$ cat config.mk
export PLATFORM = sky130hd
export DESIGN_NAME = am824_labeler
export DESIGN_NICKNAME = d
export VERILOG_FILES = /design/src/rtl/am824_pkg.sv /design/src/rtl/am824_ctrl.sv /design/src/rtl/am824_dp.sv /design/src/rtl/am824_labeler.sv
export SDC_FILE = /design/constraint.sdc
export NUM_CORES = 1
export LEC_CHECK = 0
export ABC_CLOCK_PERIOD_IN_PS = 2700
export BUFFER_PORTS_ARGS = -buffer_cell sky130_fd_sc_hd__buf_2
export CAP_MARGIN = 20
export CORE_ASPECT_RATIO = 0.7
export CORE_MARGIN = 1.5
export CORE_UTILIZATION = 40
export CTS_CLUSTER_SIZE = 12
export DETAILED_ROUTE_END_ITERATION = 16
export PLACE_DENSITY_LB_ADDON = 0.15
export SKIP_CTS_REPAIR_TIMING = 1
export SYNTH_ARGS = -nofsm -noshare
export SYNTH_HDL_FRONTEND = slang
export SYNTH_HIERARCHICAL = 1
export SYNTH_SLANG_ARGS = --single-unit
$ cat constraint.sdc
create_clock -name clk -period 2.7 [get_ports clk]
set_clock_uncertainty 0.05 [all_clocks]
set_input_delay 0.405 -clock clk [delete_from_list [all_inputs] [get_ports clk]]
set_output_delay 0.405 -clock clk [all_outputs]
set_load 0.02 [all_outputs]
$ cat src/rtl/am824_pkg.sv
package am824_pkg;
  localparam int FRAMES_PER_BLOCK = 192;
  localparam int RATE_BITS = 4;
  localparam logic [1:0] FMT_PCM = 2'd0;
  localparam logic [1:0] FMT_AC3 = 2'd1;
  localparam logic [7:0] RAW_LABEL = 8'h40;
  localparam int CS_FRAME_AC3 = 1;
  localparam int CS_FRAME_ONE_A = 2;
  localparam int CS_FRAME_ONE_B = 9;
  localparam int CS_RATE_FIRST = 24;
  localparam int CS_RATE_LAST = 27;

  typedef struct packed {
    logic accept;
    logic csBit;
    logic blockStart;
    logic isRaw;
  } strobe_t;
endpackage

$ cat src/rtl/am824_ctrl.sv
module am824_ctrl
  import am824_pkg::*;
#(
  parameter int FRAMES = FRAMES_PER_BLOCK,
  parameter int SUB_W = 4
) (
  input  logic                 clk,
  input  logic                 rstN,
  input  logic                 cfgLoad,
  input  logic [1:0]           fmtIn,
  input  logic [RATE_BITS-1:0] rateIn,
  input  logic [SUB_W-1:0]     chanIn,
  input  logic                 sampleValid,
  input  logic [SUB_W-1:0]     subIdx,
  output strobe_t              strb
);
  localparam int CNT_W = $clog2(FRAMES);

  logic [1:0]           fmtReg;
  logic [RATE_BITS-1:0] rateReg;
  logic [SUB_W-1:0]     chanReg;
  logic [CNT_W-1:0]     frameCnt;
  logic                 isRaw, lastCh, accept, csBit;
  logic [CNT_W-1:0]     rateIdx;

  assign isRaw  = fmtReg[1];
  assign accept = sampleValid && !cfgLoad && (isRaw || subIdx < SUB_W'(2));
  assign lastCh = isRaw ? (subIdx == SUB_W'(chanReg - 1'b1)) : (subIdx == SUB_W'(1));
  assign rateIdx = CNT_W'(CS_RATE_LAST) - frameCnt;

  always_comb begin
    csBit = 1'b0;
    if (frameCnt == CNT_W'(CS_FRAME_AC3))
      csBit = (fmtReg == FMT_AC3);
    else if (frameCnt == CNT_W'(CS_FRAME_ONE_A) || frameCnt == CNT_W'(CS_FRAME_ONE_B))
      csBit = 1'b1;
    else if (frameCnt >= CNT_W'(CS_RATE_FIRST) && frameCnt <= CNT_W'(CS_RATE_LAST))
      csBit = rateReg[rateIdx[1:0]];
  end

  always_ff @(posedge clk or negedge rstN) begin
    if (!rstN) begin
      fmtReg   <= FMT_PCM;
      rateReg  <= '0;
      chanReg  <= SUB_W'(2);
      frameCnt <= '0;
    end else if (cfgLoad) begin
      fmtReg   <= fmtIn;
      rateReg  <= rateIn;
      chanReg  <= chanIn;
      frameCnt <= '0;
    end else if (accept && lastCh) begin
      frameCnt <= (frameCnt == CNT_W'(FRAMES - 1)) ? '0 : frameCnt + 1'b1;
    end
  end

  assign strb.accept     = accept;
  assign strb.csBit      = csBit;
  assign strb.blockStart = (frameCnt == '0) && (subIdx == '0);
  assign strb.isRaw      = isRaw;

  // wrap goes back to zero only after the last frame
  a_r1_wrap: assert property (@(posedge clk) disable iff (!rstN)
    (accept && lastCh && frameCnt == CNT_W'(FRAMES - 1)) |=> (frameCnt == '0));
  // reconfiguration restarts the block
  a_r9_cfg_clear: assert property (@(posedge clk) disable iff (!rstN)
    cfgLoad |=> (frameCnt == '0));
endmodule

$ cat src/rtl/am824_dp.sv
module am824_dp
  import am824_pkg::*;
#(
  parameter int SUB_W = 4
) (
  input  logic             clk,
  input  logic             rstN,
  input  strobe_t          strb,
  input  logic [7:0]       sampleLo,
  input  logic [7:0]       sampleHi,
  input  logic [SUB_W-1:0] subIdx,
  output logic             quadValid,
  output logic [31:0]      quadOut
);
  logic [23:0] sampleWord;
  logic        parityBit;
  logic [7:0]  label;

  assign sampleWord = {sampleHi, sampleLo, 8'h00};
  assign parityBit  = ^{sampleWord, strb.csBit};

  always_comb begin
    if (strb.isRaw)
      label = RAW_LABEL;
    else
      label = {2'b00, strb.blockStart, (subIdx == '0), parityBit, strb.csBit, 2'b00};
  end

  always_ff @(posedge clk or negedge rstN) begin
    if (!rstN) begin
      quadValid <= 1'b0;
      quadOut   <= '0;
    end else begin
      quadValid <= strb.accept;
      if (strb.accept) quadOut <= {label, sampleWord};
    end
  end

  // every accepted sample yields a quadlet on the next cycle
  a_r6_latency: assert property (@(posedge clk) disable iff (!rstN)
    strb.accept |=> quadValid);
  // the low byte of the quadlet is always zero
  a_r6_low_zero: assert property (@(posedge clk) disable iff (!rstN)
    quadValid |-> (quadOut[7:0] == 8'h00));
  // block start only appears together with the first-subframe flag
  a_r4_block_start: assert property (@(posedge clk) disable iff (!rstN)
    (quadValid && quadOut[31:24] != RAW_LABEL && quadOut[29]) |-> quadOut[28]);
  // the emitted IEC958 label is parity-consistent
  a_r5_parity: assert property (@(posedge clk) disable iff (!rstN)
    (quadValid && quadOut[31:24] != RAW_LABEL) |-> ((^{quadOut[23:8], quadOut[26], quadOut[27]}) == 1'b0));
endmodule

$ cat src/rtl/am824_labeler.sv
module am824_labeler
  import am824_pkg::*;
#(
  parameter int FRAMES = FRAMES_PER_BLOCK,
  parameter int SUB_W = 4
) (
  input  logic             clk,
  input  logic             rstN,
  input  logic             cfgLoad,
  input  logic [1:0]       fmtIn,
  input  logic [3:0]       rateIn,
  input  logic [SUB_W-1:0] chanIn,
  input  logic             sampleValid,
  input  logic [7:0]       sampleLo,
  input  logic [7:0]       sampleHi,
  input  logic [SUB_W-1:0] subIdx,
  output logic             quadValid,
  output logic [31:0]      quadOut
);
  strobe_t strb;

  am824_ctrl #(.FRAMES(FRAMES), .SUB_W(SUB_W)) ctrlInst (
    .clk(clk), .rstN(rstN), .cfgLoad(cfgLoad), .fmtIn(fmtIn), .rateIn(rateIn),
    .chanIn(chanIn), .sampleValid(sampleValid), .subIdx(subIdx), .strb(strb)
  );

  am824_dp #(.SUB_W(SUB_W)) dpInst (
    .clk(clk), .rstN(rstN), .strb(strb), .sampleLo(sampleLo), .sampleHi(sampleHi),
    .subIdx(subIdx), .quadValid(quadValid), .quadOut(quadOut)
  );

  // an out-of-range IEC958 subframe produces no quadlet
  a_r8_two_channels: assert property (@(posedge clk) disable iff (!rstN)
    (sampleValid && !strb.isRaw && subIdx >= SUB_W'(2)) |=> !quadValid);
  // a sample offered with the configuration strobe is dropped
  a_r9_cfg_drop: assert property (@(posedge clk) disable iff (!rstN)
    cfgLoad |=> !quadValid);
endmodule

==> impl_results.md, run 1 <==
* Crit path required time at ~2800 ps
* Synth Flop Type: dfrtp_1
* # diodes at 0
* Cells after DPL at 319
* Initial DRC count at 95
* DP HPWL at 3300 µm
* Die area at 6070 µm²
* Post-synth cell types at 47
* Post-synth EDFFs at 0
* Skew-Pair Late Insertion Delay at 280 ps
* Crit Path Max Fanout at 11
* Reg2reg path depth at 7
* Overall routed net length at ~4400 µm
* Max Clk Rate at 0.416 GHz
* Hold slack final at about 200 ps
* Boundary Pins at 67
* Peak VDD IR at between 0.0002 and 0.0003 V
* Crit path time final at 2410 ps
* Register area share after synthesis at 44.7%
* Worst slew pin tran at 909 ps
* Final Cycle Share at 89.1%
* Reg-to-reg setup timing slack at 290 ps
* Initial Util at 42.2%
* CTS Sinks at 40
* Mapped cell area at between 2000 and 2500 µm²
* GRT Total Usage at 15.5%
* Crit. path cell count at 7
* Routed vias at 1585
* Setup Viol. Count Final at 0
* Setup Crit Path Kind: register to register
* Register area at 1000 µm²
* Worst r2r dst: ctrlInst/frameCnt[0]$_DFFE_PN0P_
* Yosys top cell area share at about 44%
* GR met1 Demand/Resource at 23.4%
* DR vias/cell at between 4 and 5
* Critical Path Sink: ctrlInst/frameCnt[0]$_DFFE_PN0P_
* Fillers at 516
* Syn_area_per_cell at approximately 11 µm²
* Clk buf depth at 2
* Crit path DAT at 2520 ps
* Die Y at roughly 66 µm
* Gr ovfl total at 0
* Leakage at between 1 and 1.5 nW
* CTS Buf Count at 5
* Met3 usage at roughly 4.3%
* Cells after Synth at 200
* Async SR Flop Fraction at between 90% and 100%
* Slew margin rel. at 39.4%
* HP Class: primary input to async pin
* RSZ-0062 raised after global routing: no
* Final max-slew violation count at 0
* Multi-input gate area at 1090 µm²
* Layout Utilization at 48.9%
* Fin cells at 326
* WL/cell at 13.6 µm
* Clock root buffer: clkbuf_8
* Status: finished, final reports clean
* Grt met2 use at 21.1%
* # DRC at 0
* Final hold vios at 0
* Port Buf Inserts at 55
* H-tree Lvls at 2
* Layout cells sized above 1 at 39.4%
* Most common cell in the netlist: dfrtp_1
* Worst-path clk slew at approximately 80 ps
* Initial antenna violation count at 0
* Width of the die at 92.5 µm
* Core Region at 5310 µm²
* Site Rows at 22
* Area leader, netlist: dfrtp_1
* Largest delay contributor family on the critical path: flip-flops
* PwrDens at 592 nW/µm²
* Final nets at 293
* Critical Path, Cell by Cell: inv_1 -> ha_1 -> and2b_2 -> o21ai_0 -> a32o_1 -> or2_1 -> mux2_2
* Synth warnings at 6
* Max-cap violation count at 0
* Number of global-route vias before repair at 1487
* Type of origin of the critical path: register
* Global-route wire length before repair at 7360 µm
* Final TNS setup at 0 ps
* Largest net degree at the start of global routing at 41
* Critical Path End Type: register
* DRT Pass-1 Iters at 4
* Antenna violation net count after detailed routing at 0
* P&R area growth vs syn at 15.8%
* GR peak layer: met1
* Yosys reg bits at 40
* CTS tree: built
* GPL Wtd Cong at 0.813
* Post-synth top cells: dfrtp_1 (39), mux2_2 (25), buf_4 (14)
* Largest cells by area after synthesis: dfrtp_1 (44%), mux2_2 (13%), buf_4 (4.7%)
* Worst reg2reg startpoint: ctrlInst/chanReg[1]$_DFFE_PN1P_
* Buffers & Inverters on Critical Path at 1
* CP peak stage delay at 550 ps
* Slowest cell on crit path: dfstp_2
* CP startpoint: ctrlInst/chanReg[1]$_DFFE_PN1P_
power by group:
part	total [mW]	leakage [nW]	internal [mW]	switching [mW]
registers	0.730	0.498	0.685	0.0453
clock network	0.372	0.0410	0.176	0.196
logic	0.436	0.639	0.198	0.238
registers in the layout (all words and copies together), names as in the netlist:
register	count
dpInst/quadOut	21
ctrlInst/rateReg	4
ctrlInst/fmtReg	2
dpInst/quadValid	1
ctrlInst/chanReg	4
ctrlInst/frameCnt	8
cells by family after synthesis:
| logic type | synth area share (%) |
|---|---|
| AO/OA/AOI/OAI | 9.26 |
| XOR/XNOR | 8.20 |
| adder cells (fa/ha/maj) | 2.79 |
| buffers and inverters | 8.48 |
| flip-flops | 44.7 |
| multiplexers | 13.6 |
| other | 0.167 |
| AND/OR/NAND/NOR | 12.9 |
how the worst min path moves through the flow:
stage	endpoint	slack, ps	cells past startpoint
finish	ctrlInst/frameCnt[6]$_DFFE_PN0P_	200	1
global route	ctrlInst/frameCnt[6]$_DFFE_PN0P_	270	1
CTS	ctrlInst/frameCnt[6]$_DFFE_PN0P_	240	1
detailed placement	dpInst/quadOut[13]$_DFFE_PN0P_	440	1
global placement	dpInst/quadOut[14]$_DFFE_PN0P_	430	1
floorplan	ctrlInst/chanReg[0]$_DFFE_PN0P_	60	0
through the flow:
step	cell area [µm²]	power (mW)	worst slack, ps
floorplan	2280	1.05	513
global placement	2520	1.18	355
detailed placement	2520	1.19	311
CTS	2600	1.56	275
global route	2600	1.63	122
finish	2600	1.54	294
layout make-up:
type	count	area share [%]
Tap cell	72	3.47
Timing Repair Buffer	58	11.5
Sequential cell	40	38.6
Inverter	11	1.59
Clock inverter	1	0.193
Clock buffer	6	2.79
Multi-Input combinational cell	138	41.9
metal layers:
metal  routed length [µm]  part of all wire, %  vias up
li1                     -                    -      793
met3                  231                  5.2        4
met5                    0                    0        -
met2                 1880                   42       34
met1                 2300                   52      754
met4                   31                 0.70        0
cell usage in the layout, fill, tap and decap left out, drive strengths merged, types with 4 or more instances in the layout:
cell type	count
and3	4
buf	58
clkbuf	6
conb	11
dfrtp	39
ha	5
inv	11
mux2	25
nand2	6
nand3	5
nor2	7
nor3	7
o21ai	11
o31ai	4
xnor2	12
Note: power is estimated with default switching activity, not from simulation.
==> inputs of run 2 (changes only) <==
--- a/config.mk
+++ b/config.mk
@@ -5,7 +5,7 @@
 export SDC_FILE = /design/constraint.sdc
 export NUM_CORES = 1
 export LEC_CHECK = 0
-export ABC_CLOCK_PERIOD_IN_PS = 2700
+export ABC_CLOCK_PERIOD_IN_PS = 2350
 export BUFFER_PORTS_ARGS = -buffer_cell sky130_fd_sc_hd__buf_2
 export CAP_MARGIN = 20
 export CORE_ASPECT_RATIO = 0.7
==> constraint.sdc (replaced) <==
create_clock -name clk -period 2.35 [get_ports clk]
set_clock_uncertainty 0.05 [all_clocks]
set_input_delay 0.3525 -clock clk [delete_from_list [all_inputs] [get_ports clk]]
set_output_delay 0.3525 -clock clk [all_outputs]
set_load 0.02 [all_outputs]
==> run 2 against run 1 <==
Power up 25%. Non-clock buffer count up 7. Core utilization up 1.9 points. Register-to-register slack worse by 200 ps. Clock-buffer cell count unchanged. Critical path depth up 1. Setup slack worse by 200 ps. First-iteration DRC count down 13%. Combinational power up 20%. Die area unchanged. Worst hold slack better by 15 ps. Largest power group unchanged.
==> impl_results.md, run 2 (synthesis results as in run 1) <==
* Core Region at 5310 µm²
* DR vias/cell at 4.85
* Final Cycle Share at 95.9%
* Final nets at 300
* RSZ-0062 raised after global routing: yes
* CTS Buf Count at 5
* Clock root buffer: clkbuf_8
* CTS Sinks at 40
* Reg2reg path depth at 8
* Site Rows at 22
* GRT Total Usage at 16.0%
* Setup Viol. Count Final at 0
* GR peak layer: met1
* Setup Crit Path Kind: register to register
* Peak VDD IR at 0.000474 V
* Max-cap violation count at 0
* Max reg flops at 21
* Commonest non-fill, non-tap cell in the layout: buf_2
* Clk buf depth at 2
* P&R area growth vs syn at 20.2%
* DP HPWL at 3520 µm
* Crit path DAT at 2360 ps
* Worst r2r dst: ctrlInst/frameCnt[3]$_DFFE_PN0P_
* Global-route wire length before repair at around 7500 µm
* Crit path time final at 2250 ps
* DRT Pass-1 Iters at 4
* Crit Path Max Fanout at 8
* Boundary Pins at 67
* Reg-to-reg setup timing slack at between 90 and 100 ps
* WL/cell at 14.0 µm
* Final max-slew violation count at 0
* GPL Wtd Cong at just under 0.8
* Critical hold path startpoint: chanIn[0]
* H-tree Lvls at 2
* Most frequent cells in the layout: buf_2 (55), dfrtp_1 (37), mux2_2 (25)
* GR met1 Demand/Resource at 25.2%
* Number of global-route vias before repair at 1473
* Fillers at ~520
* Status: finished, final reports clean
* Leakage at 1.23 nW
* CTS tree: built
* Largest net degree at the start of global routing at 27
* Layout cells sized above 1 at between 40% and 50%
* Port Buf Inserts at 55
* Met3 usage at between 3 and 4%
* Critical Path End Type: register
* Routed vias at 1621
* Max Clk Rate at 0.444 GHz
* Die Y at 65.7 µm
* Final hold vios at 0
* HP Class: primary input to register
* Worst reg2reg startpoint: ctrlInst/chanReg[1]$_DFFE_PN1P_
* Hold Path Sink: ctrlInst/chanReg[0]$_DFFE_PN0P_
* Initial DRC count at 83
* Overall routed net length at 4680 µm
* PwrDens at 712 nW/µm²
* Hold slack final at 217 ps
* Overall power at 1.92 mW
* # DRC at 0
* Layout Utilization at 50.8%
* Type of origin of the critical path: register
* Worst-path clk slew at 80 ps
* Crit path required time at 2450 ps
* Grt met2 use at around a fifth
* Gr ovfl total at 0
* Width of the die at a little over 90 µm
* Initial antenna violation count at 0
* Antenna violation net count after detailed routing at 0
* Hold path cells at 3
* Die area at 6070 µm²
* Biggest regs: dpInst/quadOut x21, ctrlInst/frameCnt x8
* Initial Util at 42.2%
* Biggest register: dpInst/quadOut
* Skew-Pair Late Insertion Delay at 290 ps
* # diodes at 0
==> run 2: changes by cell type in the layout (fill, tap and decap cells not counted), moves of 2 or more <==
cell     previous run  this run
dfrtp_1            39        37
dfrtp_2             0         2
a21oi_1             3         1
buf_4               3         9
a21oi_2             0         2
==> run 2: worst max-delay path: stages (launching register included) <==
cell and delay (ps):
dfstp_2 550, inv_1 50, ha_1 300, and2b_2 140
o21ai_0 60, a32o_2 320, buf_4 160, o311ai_0 350
o41ai_1 130
==> run 2: worst max-delay path by stage <==
stage / start / end / cells past startpoint
after global routing: ctrlInst/chanReg[1]$_DFFE_PN1P_ / ctrlInst/frameCnt[4]$_DFFE_PN0P_ / 8
after CTS: ctrlInst/chanReg[1]$_DFFE_PN1P_ / ctrlInst/frameCnt[0]$_DFFE_PN0P_ / 7
after global placement: ctrlInst/chanReg[1]$_DFFE_PN1P_ / ctrlInst/frameCnt[0]$_DFFE_PN0P_ / 7
final: ctrlInst/chanReg[1]$_DFFE_PN1P_ / ctrlInst/frameCnt[3]$_DFFE_PN0P_ / 8
after detailed placement: ctrlInst/chanReg[1]$_DFFE_PN1P_ / ctrlInst/frameCnt[0]$_DFFE_PN0P_ / 7
after floorplan: ctrlInst/frameCnt[0]$_DFFE_PN0P_ / dpInst/quadOut[27]$_DFFE_PN0P_ / 9
==> run 2: cell type report <==
type	count	area, µm²	share of cell area (%)
multi-input combinational	138	1100	40.8
clock inverter	2	35.0	1.30
sequential	40	1000	37.3
timing repair buffer	65	353	13.1
tap	72	90.1	3.34
inverter	11	41.3	1.53
clock buffer	6	72.6	2.69
==> run 2: metrics by stage <==
step	cells	TNS, ps	worst slack [ps]	cell area, µm²
2_1_floorplan	210	0	163	2280
3_3_place_gp	324	0	71.9	2560
3_5_place_dp	324	0	31.1	2560
4_1_cts	332	0	4.28	2670
5_1_grt	334	-13.5	-5.94	2700
6_report	334	0	97.1	2700
==> run 2: power by group <==
group          switching (mW)  total (mW)  leakage, nW  internal (mW)
sequential             0.0486       0.836        0.495          0.787
combinational           0.285       0.523        0.675          0.238
clock                   0.246       0.562       0.0552          0.316
==> run 2: routing by layer <==
layer,up-vias,share of wire (%)
li1,814,-
met1,765,54
met2,40,41
met3,2,4.5
met4,0,0.49
met5,-,0
